[src/rtl/perm_pkg.sv]
package perm_pkg;

  typedef enum logic [3:0] {
    OP_ALIGN     = 4'd0,
    OP_PACK_EVEN = 4'd1,
    OP_PACK_ODD  = 4'd2,
    OP_MIX_LO    = 4'd3,
    OP_MIX_HI    = 4'd4,
    OP_UNPK_ULO  = 4'd5,
    OP_UNPK_UHI  = 4'd6,
    OP_UNPK_SLO  = 4'd7,
    OP_UNPK_SHI  = 4'd8,
    OP_BFLY_A    = 4'd9,
    OP_BFLY_B    = 4'd10,
    OP_REP_A     = 4'd11,
    OP_REP_B     = 4'd12
  } permOp_e;

  typedef enum logic [2:0] {
    GRP_NONE   = 3'd0,
    GRP_ALIGN  = 3'd1,
    GRP_PACK   = 3'd2,
    GRP_MIX    = 3'd3,
    GRP_UNPACK = 3'd4,
    GRP_FIXED  = 3'd5
  } permGrp_e;

  // Strobes from control to datapath and output stage
  typedef struct packed {
    permGrp_e   group;
    logic       oddLanes;
    logic       upperHalf;
    logic       halfFmt;
    logic       signExt;
    logic [1:0] fixedSel;
    logic       bigEndian;
    logic       badMode;
    logic       load;
  } permCtrl_t;

endpackage

[src/rtl/perm_ctrl.sv]
module perm_ctrl
  import perm_pkg::*;
#(
  parameter int REG_W = 64,
  parameter int OFS_W = 3
) (
  input  logic             inValid,
  input  logic [3:0]       mode,
  input  logic             halfFmt,
  input  logic             bigEndian,
  input  logic             useRegOffset,
  input  logic [OFS_W-1:0] immOffset,
  input  logic [REG_W-1:0] regOffset,
  output permCtrl_t        ctrl,
  output logic [OFS_W-1:0] offset
);

  // Only the low bits of the register value form the offset
  logic unusedRegBits;
  assign unusedRegBits = ^regOffset[REG_W-1:OFS_W];

  assign offset = useRegOffset ? regOffset[OFS_W-1:0] : immOffset;

  always_comb begin
    ctrl           = '0;
    ctrl.group     = GRP_NONE;
    ctrl.halfFmt   = halfFmt;
    ctrl.bigEndian = bigEndian;
    ctrl.load      = inValid;
    unique case (mode)
      OP_ALIGN:     ctrl.group = GRP_ALIGN;
      OP_PACK_EVEN: ctrl.group = GRP_PACK;
      OP_PACK_ODD: begin
        ctrl.group    = GRP_PACK;
        ctrl.oddLanes = 1'b1;
      end
      OP_MIX_LO:    ctrl.group = GRP_MIX;
      OP_MIX_HI: begin
        ctrl.group     = GRP_MIX;
        ctrl.upperHalf = 1'b1;
      end
      OP_UNPK_ULO:  ctrl.group = GRP_UNPACK;
      OP_UNPK_UHI: begin
        ctrl.group     = GRP_UNPACK;
        ctrl.upperHalf = 1'b1;
      end
      OP_UNPK_SLO: begin
        ctrl.group   = GRP_UNPACK;
        ctrl.signExt = 1'b1;
      end
      OP_UNPK_SHI: begin
        ctrl.group     = GRP_UNPACK;
        ctrl.signExt   = 1'b1;
        ctrl.upperHalf = 1'b1;
      end
      OP_BFLY_A: begin
        ctrl.group    = GRP_FIXED;
        ctrl.fixedSel = 2'd0;
      end
      OP_BFLY_B: begin
        ctrl.group    = GRP_FIXED;
        ctrl.fixedSel = 2'd1;
      end
      OP_REP_A: begin
        ctrl.group    = GRP_FIXED;
        ctrl.fixedSel = 2'd2;
      end
      OP_REP_B: begin
        ctrl.group    = GRP_FIXED;
        ctrl.fixedSel = 2'd3;
      end
      default: ctrl.badMode = 1'b1;
    endcase
  end

endmodule

[src/rtl/perm_datapath.sv]
module perm_datapath
  import perm_pkg::*;
#(
  parameter int VEC_W = 64,
  parameter int OFS_W = 3
) (
  input  permCtrl_t        ctrl,
  input  logic [OFS_W-1:0] offset,
  input  logic [VEC_W-1:0] vecS,
  input  logic [VEC_W-1:0] vecT,
  output logic [VEC_W-1:0] result
);

  localparam int BYTE_W = 8;
  localparam int HALF_W = 2 * BYTE_W;
  localparam int NB     = VEC_W / BYTE_W;
  localparam int NH     = VEC_W / HALF_W;
  localparam int NGRP   = NH / 4;
  localparam int IDX_W  = $clog2(2 * VEC_W);

  logic unusedCtrlBits;
  assign unusedCtrlBits = ctrl.load ^ ctrl.badMode;

  // ---------------- alignment window ----------------
  logic [2*VEC_W-1:0] joined;
  logic [IDX_W-1:0]   winLow;
  logic [VEC_W-1:0]   alignRes;

  assign joined = {vecS, vecT};

  always_comb begin
    if (ctrl.bigEndian)
      winLow = IDX_W'(VEC_W - BYTE_W * int'(offset));
    else
      winLow = IDX_W'(BYTE_W * int'(offset));
    alignRes = joined[winLow +: VEC_W];
  end

  // ---------------- pack even / odd ----------------
  logic [VEC_W-1:0] packB, packH;
  always_comb begin
    packB = '0;
    packH = '0;
    for (int i = 0; i < NB / 2; i++) begin
      packB[BYTE_W*i +: BYTE_W] =
        vecT[BYTE_W*(2*i + int'(ctrl.oddLanes)) +: BYTE_W];
      packB[BYTE_W*(i + NB/2) +: BYTE_W] =
        vecS[BYTE_W*(2*i + int'(ctrl.oddLanes)) +: BYTE_W];
    end
    for (int i = 0; i < NH / 2; i++) begin
      packH[HALF_W*i +: HALF_W] =
        vecT[HALF_W*(2*i + int'(ctrl.oddLanes)) +: HALF_W];
      packH[HALF_W*(i + NH/2) +: HALF_W] =
        vecS[HALF_W*(2*i + int'(ctrl.oddLanes)) +: HALF_W];
    end
  end

  // ---------------- interleave low / high ----------------
  logic [VEC_W-1:0] mixB, mixH;
  always_comb begin
    mixB = '0;
    mixH = '0;
    for (int i = 0; i < NB / 2; i++) begin
      mixB[BYTE_W*(2*i) +: BYTE_W] =
        vecT[BYTE_W*(i + (ctrl.upperHalf ? NB/2 : 0)) +: BYTE_W];
      mixB[BYTE_W*(2*i+1) +: BYTE_W] =
        vecS[BYTE_W*(i + (ctrl.upperHalf ? NB/2 : 0)) +: BYTE_W];
    end
    for (int i = 0; i < NH / 2; i++) begin
      mixH[HALF_W*(2*i) +: HALF_W] =
        vecT[HALF_W*(i + (ctrl.upperHalf ? NH/2 : 0)) +: HALF_W];
      mixH[HALF_W*(2*i+1) +: HALF_W] =
        vecS[HALF_W*(i + (ctrl.upperHalf ? NH/2 : 0)) +: HALF_W];
    end
  end

  // ---------------- byte to halfword widening ----------------
  logic [VEC_W-1:0] unpackRes;
  generate
    for (genvar h = 0; h < NH; h++) begin : g_unpack
      logic [BYTE_W-1:0] srcByte;
      assign srcByte = ctrl.upperHalf ? vecS[BYTE_W*(h+NH) +: BYTE_W]
                                      : vecS[BYTE_W*h +: BYTE_W];
      assign unpackRes[HALF_W*h +: HALF_W] =
        {{BYTE_W{ctrl.signExt & srcByte[BYTE_W-1]}}, srcByte};
    end
  endgenerate

  // ---------------- fixed halfword patterns, per group of four ----------------
  logic [VEC_W-1:0] fixedRes;
  generate
    for (genvar g = 0; g < NGRP; g++) begin : g_fixed
      logic [HALF_W-1:0] t0, t1, t2, t3, s0, s1, s2, s3;
      assign t0 = vecT[HALF_W*(4*g+0) +: HALF_W];
      assign t1 = vecT[HALF_W*(4*g+1) +: HALF_W];
      assign t2 = vecT[HALF_W*(4*g+2) +: HALF_W];
      assign t3 = vecT[HALF_W*(4*g+3) +: HALF_W];
      assign s0 = vecS[HALF_W*(4*g+0) +: HALF_W];
      assign s1 = vecS[HALF_W*(4*g+1) +: HALF_W];
      assign s2 = vecS[HALF_W*(4*g+2) +: HALF_W];
      assign s3 = vecS[HALF_W*(4*g+3) +: HALF_W];
      always_comb begin
        unique case (ctrl.fixedSel)
          2'd0:    fixedRes[4*HALF_W*g +: 4*HALF_W] = {s2, t3, s0, t1};
          2'd1:    fixedRes[4*HALF_W*g +: 4*HALF_W] = {s0, t1, s2, t3};
          2'd2:    fixedRes[4*HALF_W*g +: 4*HALF_W] = {s3, s2, t3, t2};
          default: fixedRes[4*HALF_W*g +: 4*HALF_W] = {s1, s0, t1, t0};
        endcase
      end
    end
  endgenerate

  // ---------------- final select ----------------
  always_comb begin
    unique case (ctrl.group)
      GRP_ALIGN:  result = alignRes;
      GRP_PACK:   result = ctrl.halfFmt ? packH : packB;
      GRP_MIX:    result = ctrl.halfFmt ? mixH : mixB;
      GRP_UNPACK: result = unpackRes;
      GRP_FIXED:  result = fixedRes;
      default:    result = '0;
    endcase
  end

endmodule

[src/rtl/perm_outreg.sv]
module perm_outreg
  import perm_pkg::*;
#(
  parameter int VEC_W = 64
) (
  input  logic             clk,
  input  logic             rstN,
  input  permCtrl_t        ctrl,
  input  logic [VEC_W-1:0] result,
  output logic             outValid,
  output logic [VEC_W-1:0] outVec,
  output logic             modeErr
);

  logic unusedCtrlBits;
  assign unusedCtrlBits = ^{ctrl.group, ctrl.oddLanes, ctrl.upperHalf,
                            ctrl.halfFmt, ctrl.signExt, ctrl.fixedSel,
                            ctrl.bigEndian};

  always_ff @(posedge clk or negedge rstN) begin
    if (!rstN) begin
      outValid <= 1'b0;
      outVec   <= '0;
      modeErr  <= 1'b0;
    end else begin
      outValid <= ctrl.load;
      if (ctrl.load) begin
        outVec  <= result;
        modeErr <= ctrl.badMode;
      end
    end
  end

endmodule

[src/rtl/vperm_unit.sv]
module vperm_unit
  import perm_pkg::*;
#(
  parameter int VEC_W = 64,
  parameter int REG_W = 64,
  parameter int OFS_W = $clog2(VEC_W / 8)
) (
  input  logic             clk,
  input  logic             rstN,
  input  logic             inValid,
  input  logic [3:0]       mode,
  input  logic             halfFmt,
  input  logic             bigEndian,
  input  logic             useRegOffset,
  input  logic [OFS_W-1:0] immOffset,
  input  logic [REG_W-1:0] regOffset,
  input  logic [VEC_W-1:0] vecS,
  input  logic [VEC_W-1:0] vecT,
  output logic             outValid,
  output logic [VEC_W-1:0] outVec,
  output logic             modeErr
);

  permCtrl_t        ctrl;
  logic [OFS_W-1:0] offset;
  logic [VEC_W-1:0] result;

  perm_ctrl #(.REG_W(REG_W), .OFS_W(OFS_W)) u_ctrl (
    .inValid(inValid), .mode(mode), .halfFmt(halfFmt),
    .bigEndian(bigEndian), .useRegOffset(useRegOffset),
    .immOffset(immOffset), .regOffset(regOffset),
    .ctrl(ctrl), .offset(offset)
  );

  perm_datapath #(.VEC_W(VEC_W), .OFS_W(OFS_W)) u_dp (
    .ctrl(ctrl), .offset(offset), .vecS(vecS), .vecT(vecT), .result(result)
  );

  perm_outreg #(.VEC_W(VEC_W)) u_out (
    .clk(clk), .rstN(rstN), .ctrl(ctrl), .result(result),
    .outValid(outValid), .outVec(outVec), .modeErr(modeErr)
  );

endmodule

[config.mk]
export PLATFORM = sky130hd
export DESIGN_NAME = vperm_unit
export DESIGN_NICKNAME = d
export VERILOG_FILES = /design/src/rtl/perm_pkg.sv /design/src/rtl/perm_ctrl.sv /design/src/rtl/perm_datapath.sv /design/src/rtl/perm_outreg.sv /design/src/rtl/vperm_unit.sv
export SDC_FILE = /design/constraint.sdc
export NUM_CORES = 1
export LEC_CHECK = 0
export BUFFER_PORTS_ARGS = -buffer_cell sky130_fd_sc_hd__buf_4
export CAP_MARGIN = 20
export CORE_MARGIN = 3
export CORE_UTILIZATION = 36
export DETAILED_ROUTE_END_ITERATION = 10
export SLEW_MARGIN = 20
export SYNTH_ARGS = -nofsm -noshare
export SYNTH_HDL_FRONTEND = slang
export SYNTH_SLANG_ARGS = --single-unit
[constraint.sdc]
create_clock -name clk -period 2.1 [get_ports clk]
set_input_delay 0 -clock clk [delete_from_list [all_inputs] [get_ports clk]]
set_output_delay 0 -clock clk [all_outputs]
set_load 0.005 [all_outputs]
=== Word level (Yosys, flattened, before mapping) ===
Index checks and enable logic that the tools add are counted.

* Flip-flop bits (word level): 66
* Word-level logic and storage cells: 86

* Eq/ne operators: 19
* Reduce and logical (&&, ||, !) cells: 9
* Add/sub/neg operators: 8
* Multiplexer cells: 18
* Shifts and indexed selects: 25
* Bitwise logic cells: 4

{| class="wikitable"
|+ Operator list
! operator !! count
|-
| $shiftx A64 B32 Y8 || 11
|-
| $shiftx A64 B32 Y16 || 6
|-
| $pmux W64 S5 || 1
|-
| $pmux W64 S3 || 1
|-
| $mux W64 || 2
|-
| $shiftx A128 B8 Y64 || 1
|-
| $shiftx A64 B5 Y8 || 2
|-
| $shiftx A64 B6 Y16 || 2
|-
| $shiftx A64 B7 Y8 || 2
|-
| $shiftx A64 B8 Y8 || 1
|-
| $add A3 B29 Y29 const A || 2
|-
| $mux W8 || 4
|-
| $add A2 B29 Y29 const A || 1
|-
| $add A2 B28 Y28 const A || 1
|-
| $eq A4 B4 Y1 const B || 5
|-
| $eq A4 B3 Y1 const B || 4
|-
| $pmux W3 S5 || 1
|-
| $reduce_or A13 Y1 || 1
|-
| $add A3 B1 Y4 const A || 2
|-
| $eq A4 B2 Y1 const B || 2
|-
| $reduce_or A4 Y1 || 2
|-
| $mux W7 || 1
|-
| $sub A7 B6 Y7 const A || 1
|-
| $eq A3 B2 Y1 const B || 2
|-
| other kinds (15) || 25
|}

=== Depth between registers and ports, before layout ===
* Word-level depth: 8
* Mapped depth: 18

=== Hierarchy ===
A second synthesis with hierarchy kept.

* Cell total of the unflattened synthesis: 1482
* Area, all modules: 12864.8 µm²

{| class="wikitable"
|+ By module, submodules not included
! module !! area an instance (µm²) !! cells each !! seq. area each (µm²) !! instances
|-
| perm_datapath || 9968.3 || 1315 || 0.0 || 1
|-
| perm_outreg || 2643.8 || 138 || 1651.6 || 1
|-
| perm_ctrl || 252.7 || 29 || 0.0 || 1
|}

=== Worst setup path before layout ===
Ideal clock, no wire load.

* Kind: in2reg
* From: input useRegOffset
* To: register u_out.outVec[0]
* Data required time: 1961 ps
* Slack: -1337 ps
* Buffers on the path: 4
* Cell stages on the path: 13
* Setup time: 139 ps
* Arrival: 3298 ps
* Cell sequence: mux2_2 buf_2 inv_2 buf_2 buf_4 clkbuf_1 ha_1 and2b_2 xor2_2 mux4_2 a22oi_2 o21ai_1 or4_1

* Longest elaborated chain between the ends: 5

{| class="wikitable"
|+ RTL lines
! what !! RTL line !! source
|-
| start: declaration || vperm_unit.sv:14 || <nowiki>input logic useRegOffset,</nowiki>
|-
| $mux W3 (*) || perm_ctrl.sv:22 || <nowiki>assign offset = useRegOffset ? regOffset[OFS_W-1:0] : immOffset;</nowiki>
|-
| $sub A7 B6 Y7 || perm_datapath.sv:33 || <nowiki>winLow = IDX_W'(VEC_W - BYTE_W * int'(offset));</nowiki>
|-
| $mux W7 (*) || perm_datapath.sv:32 || <nowiki>if (ctrl.bigEndian)</nowiki>
|-
| $shiftx A128 B8 Y64 (*) || perm_datapath.sv:36 || <nowiki>alignRes = joined[winLow +: VEC_W];</nowiki>
|-
| $pmux W64 S5 (*) || perm_datapath.sv:115 || <nowiki>unique case (ctrl.group)</nowiki>
|-
| end signal: assignment || perm_outreg.sv:28 || <nowiki>outVec <= result;</nowiki>
|-
| end: declaration || perm_outreg.sv:11 || <nowiki>output logic [VEC_W-1:0] outVec,</nowiki>
|}

Every way passes the cells marked *; elsewhere a longest branch is shown, timed or not.
A chain may end at the register's enable or synchronous reset.

=== Worst setup path in the final report ===
* From: input useRegOffset
* To: register u_out.outVec[2]

The elaborated chain is that of the path after synthesis.

==> results_dict.tcl <==
set metrics [dict create \
    syn_inst 1806 \
    hpwl_um 72500 \
    insertion_delay_ps 360 \
    numCtsBuffers 9 \
    drtIter0Drc 2604 \
    post-route-period-util_pct 100.3 \
    die_y_um 199.1 \
    violations "negative setup slack" \
    synth_cell_type_count 96 \
    fmax_mhz 474.9 \
    final_nets 2482 \
    worstPathMaxFanout 6 \
    grt_pass1_wl_um 130900 \
    pre_cts_ws_ps -686.1 \
    drc 0 \
    clkTransAtPathRegs_ps 60 \
    yosys_warnings 0 \
    synth_top_area_cell "mux2i_1" \
    slew_viol_final 0 \
    cts_tree "yes" \
    start_util_pct 36.58 \
    globalRouteOverflowTotal 0 \
    yosys.area_share.adder_pct 0.09321 \
    yosys-top-cells-area "mux2i_1 19%, dfrtp_1 12%, nand2_1 5.7%, a21oi_1 4.7%, a211oi_1 4.5%" \
    instances_no_fill 2750 \
    seq_area_frac_synth_pct 12.30 \
    relSlewSlack_pct 46.40 \
    hold_viol 0 \
    synth_top_family_by_area "compound AO/OA/AOI/OAI gates" \
    routed_wl_um 94410 \
    stdcell_area_um2 19380 \
    crit_top_cell "buf_12" \
    synth_enable_flop_cells 0 \
    hold_ws_ps 33.64 \
    cp-end-kind "register" \
    coreArea_um2 36700 \
    met2_usage_pct 73.77 \
    min_path_type "input pin to register" \
    routabilityCongestion 1.075 \
    synthFlopType "dfrtp_1" \
    max_stage_delay_ps 530 \
    yosysTopAreaCellShare_pct 18.79 \
    startpoint_type "input pin" \
    htreeDepth 3 \
    antenna_found_initial 1 \
    chipWidth_um 199.1 \
    place_inst 2721 \
    area_growth_syn_to_layout_pct 44.38 \
    post-route-min-period_ps 2106 \
    routed_via_density 6.951 \
    tightestPinTransition_ps 801.1 \
    grt_busiest_layer "met2" \
    dieArea_um2 39640 \
    vias 19110 \
    ys_ff_latch 66 \
    yosys.area_share.simple_pct 17.29 \
    fin_skew_ps 0 \
    io_pins 271 \
    dpl_cell_area_um2 18780 \
    port_buffers 209 \
    grt_pass1_vias 18730 \
    power_density_nw_per_um2 469.9 \
    peakVddDrop_mv 0.4236 \
    slowest_stage "mux4_2" \
    max_cap_viol_count 0 \
    finalSetupViolCount 1 \
    cts_buffer_depth 2 \
    use_met1_pct 51.06 \
    yosys.area_share.xor_xnor_pct 0.2424 \
    ant_nets 0 \
    drive_gt1_share_pct 37.13 \
    clockRootBuffer "clkbuf_16" \
    yosys-mux-area-fraction_pct 25.89 \
    crit_chain "buf_8 > mux2_4 > inv_4 > ha_4 > and2b_4 > xor2_4 > buf_12 > buf_12 > mux4_2 > o2bb2ai_2 > or3_1" \
    syn_nets 2012 \
    grtUsageMet3_pct 9.054 \
    setup_ws_ps -5.661 \
    cts_sinks 66 \
    avgSynthCellArea_um2 7.432 \
    wl_per_cell_um 34.33 \
    outcome "complete, but fails checks" \
    syn_area_um2 13420 \
    track_usage_pct 45.87 \
    async_flop_share_pct 100.0 \
    synth_compound_area_share_pct 35.37 \
    critPathKind "input pin to register" \
    rsz0062_at_grt "yes" \
    grt_max_degree 76 \
    rows 70 \
    first_pass_iters 9 \
    worst_ep_required_time_ps 2340 \
    power.leakage_uw 0.008820 \
    cp.arrival_ps 2350 \
]
-- worst max-delay path: cells and delay by family --
| kind | cells | cell delay (ps) |
|---|---|---|
| muxes | 2 | 850 |
| buffers and inverters | 4 | 470 |
| xor gates and xnor gates | 1 | 230 |
| AOI/OAI and AO/OA | 1 | 130 |
| adders and majority gates | 1 | 110 |
| and+or+nand+nor | 2 | 560 |
-- metal layers --
metal  wire length, µm  part of all wire, %
met1             32120                   34
met2             41890                   44
met3              9559                   10
met4             10840                   11
met5                 0                    0
-- power breakdown --
group | switching [µW] | internal [µW]
clock network | 724 | 1110
logic | 3090 | 2580
registers | 165 | 1440
-- cells in the mapped netlist (all sizes together) (11+ instances only) --
cell,count
a31oi,13
a221oi,17
buf,110
o211ai,62
dfrtp,66
clkbuf,114
mux2i,253
inv,29
nand3,43
o221ai,28
nor2b,29
a2111oi,14
a211oi,81
o21ai,74
a22oi,62
a22o,16
nand2,207
a2bb2oi,11
o22ai,34
nor3,14
a32oi,11
a221o,11
nor2,141
a21oi,126
mux2,48
mux4,17
-- layout make-up --
class	instances	area (µm²)
clock buffer	12	256.5
multi-input combinational	1486	10960
fill	3621	17320
tap	468	585.6
inverter	30	120.1
clock inverter	4	73.82
timing repair buffer	683	5731
sequential	66	1652
antenna	1	2.502
-- per-stage QoR --
step / utilization, % / total power, µW / setup TNS [ps]
2_1_floorplan: - / 4246 / -30480
4_1_cts: 52.18 / 8840 / 0
6_report: 52.81 / 9106 / -5.661
3_3_place_gp: 51.18 / 6965 / -16500
5_1_grt: 52.80 / 9392 / -70.79
3_5_place_dp: 51.18 / 6982 / -17420
-- cells in the final DEF, fill, tap and decap left out, types with 7 or more instances in the layout --
master,n
clkbuf_16,12
a32oi_1,11
nand4_1,9
buf_4,632
o2bb2ai_1,7
nor2b_1,27
mux4_2,16
o221ai_1,27
nand3_1,42
o32a_1,8
o21ai_0,60
a211oi_1,78
nor3_1,12
o32ai_1,7
a22o_1,16
mux2i_2,17
a31oi_1,13
o211ai_1,62
o2111ai_1,9
o21ai_1,10
mux2_2,35
dfrtp_1,66
o41ai_1,7
a221o_1,11
a2bb2oi_1,11
a221oi_1,16
buf_12,42
o22ai_1,34
mux2_4,13
mux2i_1,236
a22oi_1,59
nor2_1,135
a21oi_1,123
inv_1,26
and2_1,8
nand2_1,203
-- final timing paths --
kind | slack, ps | end | from | depth (start not counted)
worst min-delay path | 30 | u_out.outVec[62] | vecS[62] | 3
min in group asynchronous | 160 | u_out.modeErr | rstN | 2
max in group asynchronous | 1260 | u_out.outVec[57] | rstN | 3
worst max-delay path | -6 | u_out.outVec[2] | useRegOffset | 11
worst max register to register | 340 | u_out.outVec[38] | u_out.outVec[38] | 7
worst min register to register | 500 | u_out.outVec[23] | u_out.outVec[23] | 2
-- repair_timing --
item | CTS | global route
gates resized for setup | 6 | 19
pin swaps | 0 | 6
buffers inserted | 0 | 8
hold buffers | 1 | 0
setup endpoints to repair | 5 | 32
gates cloned | 0 | 3
endpoints found under the hold margin | 29 | 0
-- sequential cells by signal, indices dropped and copies added (netlist names) --
register        cells
u_out.modeErr       1
u_out.outValid      1
u_out.outVec       64
-- cell families after synthesis --
group / count (synthesis)
flip-flops: 66
AO/OA/AOI/OAI: 663
AND/OR/NAND/NOR: 502
XOR/XNOR: 2
multiplexers: 318
adder cells (fa/ha/maj): 1
buffers and inverters: 254
Note: power is estimated with default switching activity, not from simulation.
